**src/rtl/swk_pkg.sv**
```systemverilog
package swk_pkg;

  typedef enum logic [1:0] {
    ST_RUN   = 2'd0,
    ST_STBY  = 2'd1,
    ST_WHOLD = 2'd2,
    ST_HRST  = 2'd3
  } swk_state_e;

  // hold states keep the core in reset and count
  function automatic logic in_hold(input swk_state_e s);
    return (s == ST_WHOLD) || (s == ST_HRST);
  endfunction

  // terminal count of a window of lim cycles starting at zero
  function automatic logic at_last(input int unsigned cnt, input int unsigned lim);
    return cnt == (lim - 1);
  endfunction

endpackage

```
**src/rtl/swk_key_watch.sv**
```systemverilog
module swk_key_watch #(
  parameter int KEY_W = 8
) (
  input  logic             clk,
  input  logic             arst_n,
  input  logic             snap_en,
  input  logic [KEY_W-1:0] key_in,
  output logic             wake_evt
);

  logic [KEY_W-1:0] sync1_q;
  logic [KEY_W-1:0] sync2_q;
  logic [KEY_W-1:0] snap_q;

  always_ff @(posedge clk or negedge arst_n) begin
    if (!arst_n) begin
      sync1_q <= '0;
      sync2_q <= '0;
      snap_q  <= '0;
    end else begin
      sync1_q <= key_in;
      sync2_q <= sync1_q;
      if (snap_en) snap_q <= sync2_q;
    end
  end

  // any bit differing from the entry snapshot
  assign wake_evt = |(sync2_q ^ snap_q);

endmodule

```
**src/rtl/swk_hold_timer.sv**
```systemverilog
module swk_hold_timer #(
  parameter int HOLD_CYC = 65536
) (
  input  logic clk,
  input  logic arst_n,
  input  logic clr,
  input  logic inc,
  output logic done
);

  localparam int CNT_W = (HOLD_CYC > 1) ? $clog2(HOLD_CYC) : 1;

  logic [CNT_W-1:0] cnt_q;

  always_ff @(posedge clk or negedge arst_n) begin
    if (!arst_n)    cnt_q <= '0;
    else if (clr)   cnt_q <= '0;
    else if (inc)   cnt_q <= cnt_q + 1'b1;
  end

  assign done = swk_pkg::at_last(int'(cnt_q), HOLD_CYC);

endmodule

```
**src/rtl/swk_ctrl_fsm.sv**
```systemverilog
module swk_ctrl_fsm
  import swk_pkg::*;
(
  input  logic       clk,
  input  logic       arst_n,
  input  logic       lvd,
  input  logic       arm_wr,
  input  logic       arm_val,
  input  logic       stop_wr,
  input  logic       wake_evt,
  input  logic       hold_done,
  output swk_state_e state_q,
  output logic       arm_q,
  output logic       clk_en_q,
  output logic       rst_q,
  output logic       wflag_q,
  output logic       snap_en,
  output logic       cnt_clr,
  output logic       cnt_inc
);

  swk_state_e state_nxt;

  always_comb begin
    state_nxt = state_q;
    if (lvd) begin
      state_nxt = ST_HRST;
    end else begin
      unique case (state_q)
        ST_RUN:   if (stop_wr && arm_q) state_nxt = ST_STBY;
        ST_STBY:  if (wake_evt)         state_nxt = ST_WHOLD;
        ST_WHOLD: if (hold_done)        state_nxt = ST_RUN;
        ST_HRST:  if (hold_done)        state_nxt = ST_RUN;
        default:                        state_nxt = ST_HRST;
      endcase
    end
  end

  assign snap_en = (state_q == ST_RUN) && (state_nxt == ST_STBY);
  assign cnt_clr = lvd || !in_hold(state_q);
  assign cnt_inc = !cnt_clr;

  always_ff @(posedge clk or negedge arst_n) begin
    if (!arst_n) begin
      state_q  <= ST_HRST;
      arm_q    <= 1'b0;
      clk_en_q <= 1'b1;
      rst_q    <= 1'b1;
      wflag_q  <= 1'b0;
    end else begin
      state_q  <= state_nxt;
      clk_en_q <= (state_nxt != ST_STBY);
      rst_q    <= in_hold(state_nxt);
      if (lvd)                                 arm_q <= 1'b0;
      else if (arm_wr && state_q == ST_RUN)    arm_q <= arm_val;
      if (lvd)                                 wflag_q <= 1'b0;
      else if (state_q == ST_STBY && state_nxt == ST_WHOLD) wflag_q <= 1'b1;
    end
  end

endmodule

```
**src/rtl/standby_wake_ctrl.sv**
```systemverilog
module standby_wake_ctrl
  import swk_pkg::*;
#(
  parameter int KEY_W     = 8,
  parameter int HOLD_CYC  = 65536,
  parameter int ADDR_W    = 2,
  parameter int ARM_ADDR  = 0,
  parameter int STOP_ADDR = 1
) (
  input  logic              clk,
  input  logic              rst_pin_n,
  input  logic              lvd_flag,
  input  logic              wr_en,
  input  logic [ADDR_W-1:0] wr_addr,
  input  logic              wr_bit,
  input  logic [KEY_W-1:0]  key_in,
  output logic              cpu_clk_en,
  output logic              cpu_rst,
  output logic              wake_rst_flag
);

  logic       arm_wr;
  logic       stop_wr;
  logic       wake_evt;
  logic       hold_done;
  logic       snap_en;
  logic       cnt_clr;
  logic       cnt_inc;
  logic       arm_q;
  logic       in_stby;
  swk_state_e state_q;

  assign arm_wr  = wr_en && (wr_addr == ADDR_W'(ARM_ADDR));
  assign stop_wr = wr_en && (wr_addr == ADDR_W'(STOP_ADDR)) && wr_bit;
  assign in_stby = (state_q == ST_STBY);

  swk_key_watch #(.KEY_W(KEY_W)) key_i (
    .clk      (clk),
    .arst_n   (rst_pin_n),
    .snap_en  (snap_en),
    .key_in   (key_in),
    .wake_evt (wake_evt)
  );

  swk_hold_timer #(.HOLD_CYC(HOLD_CYC)) tmr_i (
    .clk    (clk),
    .arst_n (rst_pin_n),
    .clr    (cnt_clr),
    .inc    (cnt_inc),
    .done   (hold_done)
  );

  swk_ctrl_fsm fsm_i (
    .clk       (clk),
    .arst_n    (rst_pin_n),
    .lvd       (lvd_flag),
    .arm_wr    (arm_wr),
    .arm_val   (wr_bit),
    .stop_wr   (stop_wr),
    .wake_evt  (wake_evt),
    .hold_done (hold_done),
    .state_q   (state_q),
    .arm_q     (arm_q),
    .clk_en_q  (cpu_clk_en),
    .rst_q     (cpu_rst),
    .wflag_q   (wake_rst_flag),
    .snap_en   (snap_en),
    .cnt_clr   (cnt_clr),
    .cnt_inc   (cnt_inc)
  );

endmodule

```
**config.mk**
```make
export PLATFORM = sky130hd
export DESIGN_NAME = standby_wake_ctrl
export DESIGN_NICKNAME = d
export VERILOG_FILES = /design/src/rtl/swk_pkg.sv /design/src/rtl/swk_key_watch.sv /design/src/rtl/swk_hold_timer.sv /design/src/rtl/swk_ctrl_fsm.sv /design/src/rtl/standby_wake_ctrl.sv
export SDC_FILE = /design/constraint.sdc
export NUM_CORES = 1
export LEC_CHECK = 0
export CELL_PAD_IN_SITES_DETAIL_PLACEMENT = 1
export CELL_PAD_IN_SITES_GLOBAL_PLACEMENT = 2
export CORE_MARGIN = 2
export CORE_UTILIZATION = 38
export DETAILED_ROUTE_END_ITERATION = 10
export DONT_BUFFER_PORTS = 1
export PLACE_DENSITY = 0.7
export SYNTH_ARGS = -nofsm -noshare
export SYNTH_HDL_FRONTEND = slang
export SYNTH_HIERARCHICAL = 1
export SYNTH_SLANG_ARGS = --single-unit
export TNS_END_PERCENT = 20
```
**constraint.sdc**
```tcl
create_clock -name clk -period 2.21 [get_ports clk]
set_clock_uncertainty 0.2 [all_clocks]
set_input_delay 0.3315 -clock clk [delete_from_list [all_inputs] [get_ports clk]]
set_output_delay 0.3315 -clock clk [all_outputs]
set_load 0.05 [all_outputs]
```
==> flow_metrics.tcl, run 1 <==
set metrics [dict create \
    status "finished clean" \
    core_mm2 0.00482 \
    grt.total_usage_pct 14.6 \
    multi_input_area_um2 731 \
    max-clock-path-buffers 2 \
    h-tree-depth 2 \
    worstSetupPathType "primary input to flop" \
    worstSetupEndpoint "tmr_i/cnt_q[15]$_DFFE_PN0P_" \
    wl_met2_mm 1.91 \
    max_freq_ghz 0.475 \
    highest_layer "met4" \
    layout-drive-gt1-share_pct 18.0 \
    grt_start_max_net_pins 47 \
    yosysMostFrequentCell "dfrtp_1" \
    grt_setup_unrepaired "no" \
    fin_crit_sh_pct 95.3 \
    postCtsSetupBuffers 0 \
    start_util_pct 40.2 \
    pwr-share-comb_pct 5.0 \
    crit_required_ns 2.23 \
    cts_tree "built" \
    synthArstFlopShare_pct 100 \
    p_sw_share_pct 22.5 \
    ys_seq_area_share_pct 59.8 \
    antenna_left 0 \
    timing_hold_violations_final 0 \
    grt_pass1_wl_mm 6.16 \
    synth_flop_cell "dfrtp_1" \
    grt-ovfl-total 0 \
    antenna_cells 0 \
    max-slew-margin-rel_pct 68.4 \
    fp.dieArea_mm2 0.00568 \
    p_per_area_mw_per_mm2 641 \
    cell_internal_pwr_mw 1.12 \
    via_per_inst 4.93 \
    worst_pin_slew_ns 0.475 \
    netlist_instances 158 \
    hpwl_mm 2.46 \
    sequentialPowerShare_pct 60.5 \
    synth_nets 174 \
    ios 18 \
    dp_cells 226 \
    antenna_found_initial 0 \
    gp_congestion 0.769 \
    rrSetupSlack_ns 0.15 \
    fill_cells 519 \
    rr_worst_depth 6 \
    num_vias 1208 \
    reg2reg_to "tmr_i/cnt_q[15]$_DFFE_PN0P_" \
    p_switching_mw 0.324 \
    clock-sinks 46 \
    drt-met1-wl_mm 1.74 \
    die_w_um 75.3 \
    synthDominantCellAreaShare_pct 54.3 \
    arrival_ns 2.13 \
    clkPwrFrac_pct 34.5 \
    portBuffers 0 \
    setup-tns-final_ns 0 \
    cts_buffers 5 \
    setup_viol 0 \
    cts_root_buffer "clkbuf_8" \
    yosysWarnings 6 \
    synth-edff-count 0 \
    end_kind "flop" \
    die_h_um 75.3 \
    synthTopCellsByCount "42 x dfrtp_1, 15 x nor2_1, 10 x xor2_1" \
    drt_iter0_drc 77 \
    clk_pin_slew_worst_paths_ns 0.09 \
    finalNonFillerCells 245 \
    syn_area_per_cell_um2 12.2 \
    grt_pass1_vias 1343 \
    yosysTopAreaCell "dfrtp_1" \
    crit_start "lvd_flag" \
    start_kind "primary input" \
    ys_seq_elements 46 \
    regArea_mm2 0.00116 \
    fin_crit_ns 2.11 \
    syn_to_final_growth_pct 16.2 \
    crit_fanout 5 \
    peakVddDrop_uv 258 \
    wire_per_inst_um 15.5 \
    max_cap_viol_count 0 \
    fin_util_pct 46.7 \
    synthTopCellsByArea "dfrtp_1 54%, dfstp_2 5.4%, mux2_2 5.2%" \
    dr.pass1.iters 3 \
    rows 25 \
    final_nets 193 \
    p_total_mw 1.44 \
    slew_viol_final 0 \
    reg2reg_from "fsm_i/state_q[1]$_DFF_PN1_" \
    worst_skew_pair.late_latency_ns 0.29 \
    yosysUniqueCellTypes 35 \
    routed_wl_mm 3.81 \
    dr_wl_met3_um 91 \
    syn_area_mm2 0.00193 \
    hold_class "primary input to flop" \
    power.leakage_nw 0.968 \
    post-route-drc-count 0 \
]
[how the worst min path moves through the flow]
stage	cells past startpoint	start	endpoint	slack [ns]
detailed placement	0	rst_pin_n	key_i/sync2_q[2]$_DFF_PN0_	-0.16
global placement	0	rst_pin_n	key_i/snap_q[5]$_DFFE_PN0P_	-0.16
global route	2	lvd_flag	fsm_i/arm_q$_DFFE_PN0P_	0.01
finish	2	lvd_flag	fsm_i/arm_q$_DFFE_PN0P_	0.02
floorplan	0	rst_pin_n	fsm_i/arm_q$_DFFE_PN0P_	-0.16
CTS	2	lvd_flag	fsm_i/arm_q$_DFFE_PN0P_	0.009
[worst max-delay path: stages]
cell,delay [ns]
dlygate4sd3_1,0.63
inv_1,0.10
nand2_1,0.16
o211ai_2,0.12
or3_1,0.32
or3_1,0.31
a21oi_1,0.14
[layout make-up]
cell class                 instances  share of cell area (%)
tap                               67                    3.73
clock inverter                     2                   0.612
inverter                           5                   0.835
sequential                        46                    51.4
timing repair buffer              17                    7.68
clock buffer                       6                    3.23
multi-input combinational        102                    32.5
[flip-flops by register name, summed over array words and instances (netlist names)]
name	flops
fsm_i/wflag_q	1
key_i/snap_q	8
fsm_i/clk_en_q	1
key_i/sync1_q	8
fsm_i/state_q	2
fsm_i/rst_q	1
fsm_i/arm_q	1
tmr_i/cnt_q	16
key_i/sync2_q	8
[what timing repair did]
action	4_1_cts	5_1_grt
endpoints found under the hold margin	58	0
setup endpoints to repair	0	6
hold buffers	11	0
resized for setup	0	2
[metrics by stage]
stage	instance area (um^2)	hold WS (ns)	worst slack (ns)
after floorplan	1930	-0.164	0.160
after global placement	2030	-0.163	0.181
final	2250	0.0187	0.105
after detailed placement	2030	-0.163	0.123
after global routing	2250	0.0104	0.00439
after CTS	2240	0.00873	0.0513
[cells by family after synthesis]
| family | Yosys count | share of synthesized area [%] |
|---|---|---|
| fa+ha+maj | 1 | 0.647 |
| mux | 12 | 6.79 |
| buf+inv | 10 | 2.91 |
| simple gates | 57 | 16.6 |
| compound gates | 13 | 4.72 |
| xor+xnor | 19 | 8.60 |
| flops | 46 | 59.8 |
[cells in the final DEF (no fill, tap or decap), types with 2 or more instances in the layout]
cell type,count
nand3_1,4
clkbuf_8,5
dlygate4sd3_1,10
a211o_1,2
nand3b_1,2
nand4_1,3
buf_4,6
nor3_1,5
or3_1,3
xor2_1,10
dfstp_2,4
nor3b_1,2
nor2_1,14
nand2b_1,3
mux2i_1,3
a21oi_1,4
o211ai_1,2
o21ai_0,2
nand2_1,8
inv_1,5
mux2_2,9
xnor2_1,9
nor4_1,6
dfrtp_1,42
[metal layers]
metal | global-route usage (%) | vias to the layer above
met5 | 0 | -
met3 | 3.70 | 8
met1 | 18.3 | 604
li1 | - | 584
met2 | 24.1 | 12
met4 | 6.43 | 0
[power groups by stage]
stage / Combinational (mW) / Clock [mW] / Sequential (mW)
floorplan: 0.0273 / 0 / 0.886
global placement: 0.0332 / 0 / 0.888
detailed placement: 0.0338 / 0 / 0.889
CTS: 0.0729 / 0.523 / 0.872
global route: 0.0815 / 0.544 / 0.874
finish: 0.0720 / 0.496 / 0.872
Note: power is estimated with default switching activity, not from simulation.
==> run 2, diff against run 1 <==
ABC_AREA = 1   (was default)
CORE_UTILIZATION = 35   (was 38)
MAX_ROUTING_LAYER = met4   (was default)
PLACE_DENSITY = 0.71   (was 0.7)
SLEW_MARGIN = 25   (was default)
==> run 2 against run 1 <==
The run now ends with negative setup slack left. Wire length is 37% higher. Register-to-register slack worse by 0.16 ns. Final area is 25% higher. Combinational power is 25% higher. Setup slack worse by 0.11 ns. Fmax is 5.0% lower. Critical endpoint is now key_i/snap_q[7]$_DFFE_PN0P_.
==> flow_metrics.tcl, run 2 <==
set metrics [dict create \
    yosysUniqueCellTypes 25 \
    fp.dieArea_mm2 0.00651 \
    yosysWarnings 6 \
    fin_util_pct 50.3 \
    max-clock-path-buffers 2 \
    synth_flop_cell "dfrtp_1" \
    synthSimpleGateAreaFrac_pct 25.0 \
    synth_nets 246 \
    fin_area_mm2 0.00282 \
    slew_viol_final 0 \
    wire_per_inst_um 14.3 \
    worst_skew_pair.late_latency_ns 0.30 \
    synth_compound_area_share_pct 5.90 \
    p_switching_mw 0.356 \
    yosysMostFrequentCell "nand2_1" \
    antenna_cells 0 \
    drt_iter0_drc 36 \
    crit_required_ns 2.20 \
    ys_seq_elements 46 \
    synthDominantCellAreaShare_pct 51.1 \
    dr.pass1.iters 4 \
    syn_area_mm2 0.00206 \
    yosys.area_share.xor_xnor_pct 2.55 \
    fin_crit_sh_pct 100 \
    muxShareOfSynthArea_pct 3.47 \
    cts_buffers 5 \
    place_area_mm2 0.00229 \
    end_kind "flop" \
    ios 18 \
    synth-edff-count 0 \
    h-tree-depth 2 \
    portBuffers 0 \
    grt.total_usage_pct 19.0 \
    max_freq_ghz 0.451 \
    grt_setup_unrepaired "yes" \
    path_buf_inv 3 \
    cell_internal_pwr_mw 1.24 \
    setup_viol 2 \
    pwr-share-comb_pct 5.7 \
    core_mm2 0.00561 \
    grt_start_max_net_pins 47 \
    routed_wl_mm 5.21 \
    post-route-drc-count 0 \
    synthArstFlopShare_pct 100 \
    synth_top_family_by_area "simple AND/OR/NAND/NOR gates" \
    clkPwrFrac_pct 39.6 \
    synthTopCellsByCount "58 x nand2_1, 42 x dfrtp_1, 30 x nor2_1" \
    synthTopCellsByArea "dfrtp_1 51%, nand2_1 11%, nor2_1 5.5%" \
    peakVddDrop_uv 323 \
    syn_to_final_growth_pct 37.2 \
    clk_pin_slew_worst_paths_ns 0.08 \
    fin_crit_ns 2.22 \
    p_per_area_mw_per_mm2 565 \
    cts_tree "built" \
    status "finished, violations left" \
    dp_cells 319 \
    antenna_left 0 \
    clock-sinks 46 \
    ys_seq_area_share_pct 56.2 \
    netlist_instances 230 \
    worstSetupPathType "flop to flop" \
    whs_ns 0.0800 \
    sequentialPowerShare_pct 54.7 \
    layout-drive-gt1-share_pct 31.5 \
    start_util_pct 36.7 \
    start_kind "flop" \
    cp_top_family "simple AND/OR/NAND/NOR gates" \
    hold_class "primary input to flop" \
    yosysTopAreaCell "dfrtp_1" \
    cp_slowest_cell "dfrtp_1" \
    timing_hold_violations_final 0 \
    finalNonFillerCells 364 \
    via_per_inst 4.62 \
    grt_pass1_wl_mm 8.96 \
    power.leakage_nw 1.32 \
    cpMostUsedCell "nand3_2" \
    max-slew-margin-rel_pct 66.9 \
    die_w_um 80.7 \
    synth_fa_ha_area_share_pct 0.608 \
    num_vias 1683 \
    path_cells "ha_2 > nand3_2 > nor4_2 > inv_1 > buf_4 > nand3_2 > nand3_2 > nand3_4 > nor2_4 > buf_12 > mux2_4" \
    die_h_um 80.7 \
    critical-path-max-stage-delay_ns 0.36 \
    arrival_ns 2.21 \
    setup-tns-final_ns -0.0101 \
    fin_ws_ns -0.00661 \
    largest_reg_flops 16 \
    antenna_found_initial 0 \
    layout_commonest_cell "nand2_1" \
    grt-ovfl-total 0 \
    layout_common_cells "53 x nand2_1, 42 x dfrtp_1, 37 x buf_4, 30 x nor2_1, 27 x inv_1" \
    crit_fanout 7 \
    grt_pass1_vias 1949 \
    p_sw_share_pct 22.3 \
    largest_register "tmr_i/cnt_q" \
    gp_congestion 0.812 \
    cts_root_buffer "clkbuf_8" \
    worst_pin_slew_ns 0.497 \
    syn_area_per_cell_um2 8.94 \
    max_cap_viol_count 0 \
    rows 27 \
    failed_checks "negative setup slack" \
    hpwl_mm 3.37 \
    final_nets 307 \
]
## run 2: cell types whose count changed after synthesis, moves of 5 or more
cell / previous run / this run
nand3_1: 4 / 10
nor2_2: 0 / 7
nor2_1: 15 / 30
nor4_1: 6 / 1
a21oi_1: 4 / 9
mux2_2: 9 / 1
xor2_1: 10 / 0
o21ai_0: 2 / 12
inv_1: 5 / 28
nand2_1: 8 / 58
## run 2: repair_timing
action / 4_1_cts / 5_1_grt
endpoints found under the hold margin: 55 / 0
hold buffers: 11 / 0
setup buffers: 26 / 3
pin swaps: 6 / 9
setup endpoints to repair: 5 / 12
resized for setup: 10 / 17
## run 2: routing by layer
layer,global-route usage (%),routed length (um),vias up
li1,-,-,836
met1,20.6,2230,826
met2,34.1,2760,15
met3,4.38,124,6
met4,6.78,91,0
met5,-,0,-
## run 2: kinds of logic (layout without fill, tap and decap cells)
family,Yosys count,in the layout
adders and majority gates,1,1
DFF,46,46
and+or+nand+nor,116,116
muxes,5,5
xor gates and xnor gates,6,6
AOI/OAI and AO/OA,24,24
buffers and inverters,32,94
## run 2: final timing paths
path	cells past startpoint	start	slack [ns]	end
max in group asynchronous	2	rst_pin_n	1.18	fsm_i/state_q[0]$_DFF_PN1_
min in group asynchronous	2	rst_pin_n	0.37	key_i/sync1_q[4]$_DFF_PN0_
worst min register to register	0	key_i/sync1_q[0]$_DFF_PN0_	0.15	key_i/sync2_q[0]$_DFF_PN0_
worst min-delay path	3	lvd_flag	0.08	tmr_i/cnt_q[0]$_DFFE_PN0P_
worst max-delay path	11	tmr_i/cnt_q[1]$_DFFE_PN0P_	-0.007	key_i/snap_q[7]$_DFFE_PN0P_
worst max register to register	11	tmr_i/cnt_q[1]$_DFFE_PN0P_	-0.007	key_i/snap_q[7]$_DFFE_PN0P_
## run 2: stage by stage
stage	power [mW]	setup WS, ns
floorplan	0.919	0.0333
global placement	0.935	0.0186
detailed placement	0.938	-0.126
CTS	1.62	0.000402
global route	1.66	-0.127
finish	1.59	-0.00661
## run 2: power groups by stage
stage               combinational (mW)  sequential [mW]  clock [mW]
global route                     0.101            0.875       0.686
CTS                             0.0886            0.872       0.656
global placement                0.0475            0.887           0
floorplan                       0.0333            0.886           0
finish                          0.0901            0.872       0.631
detailed placement              0.0498            0.889           0
## run 2: cell type report
cell class	count	area [um^2]
tap	72	90.1
clock buffer	6	72.6
inverter	30	113
multi-input combinational	152	848
timing repair buffer	56	504
fill	660	2790
clock inverter	2	37.5
sequential	46	1160
## run 2: worst min-delay path: cells and delay by family
kind | cells | cell delay (ns)
buffers and inverters | 1 | 0.12
AND/OR/NAND/NOR | 2 | 0.10
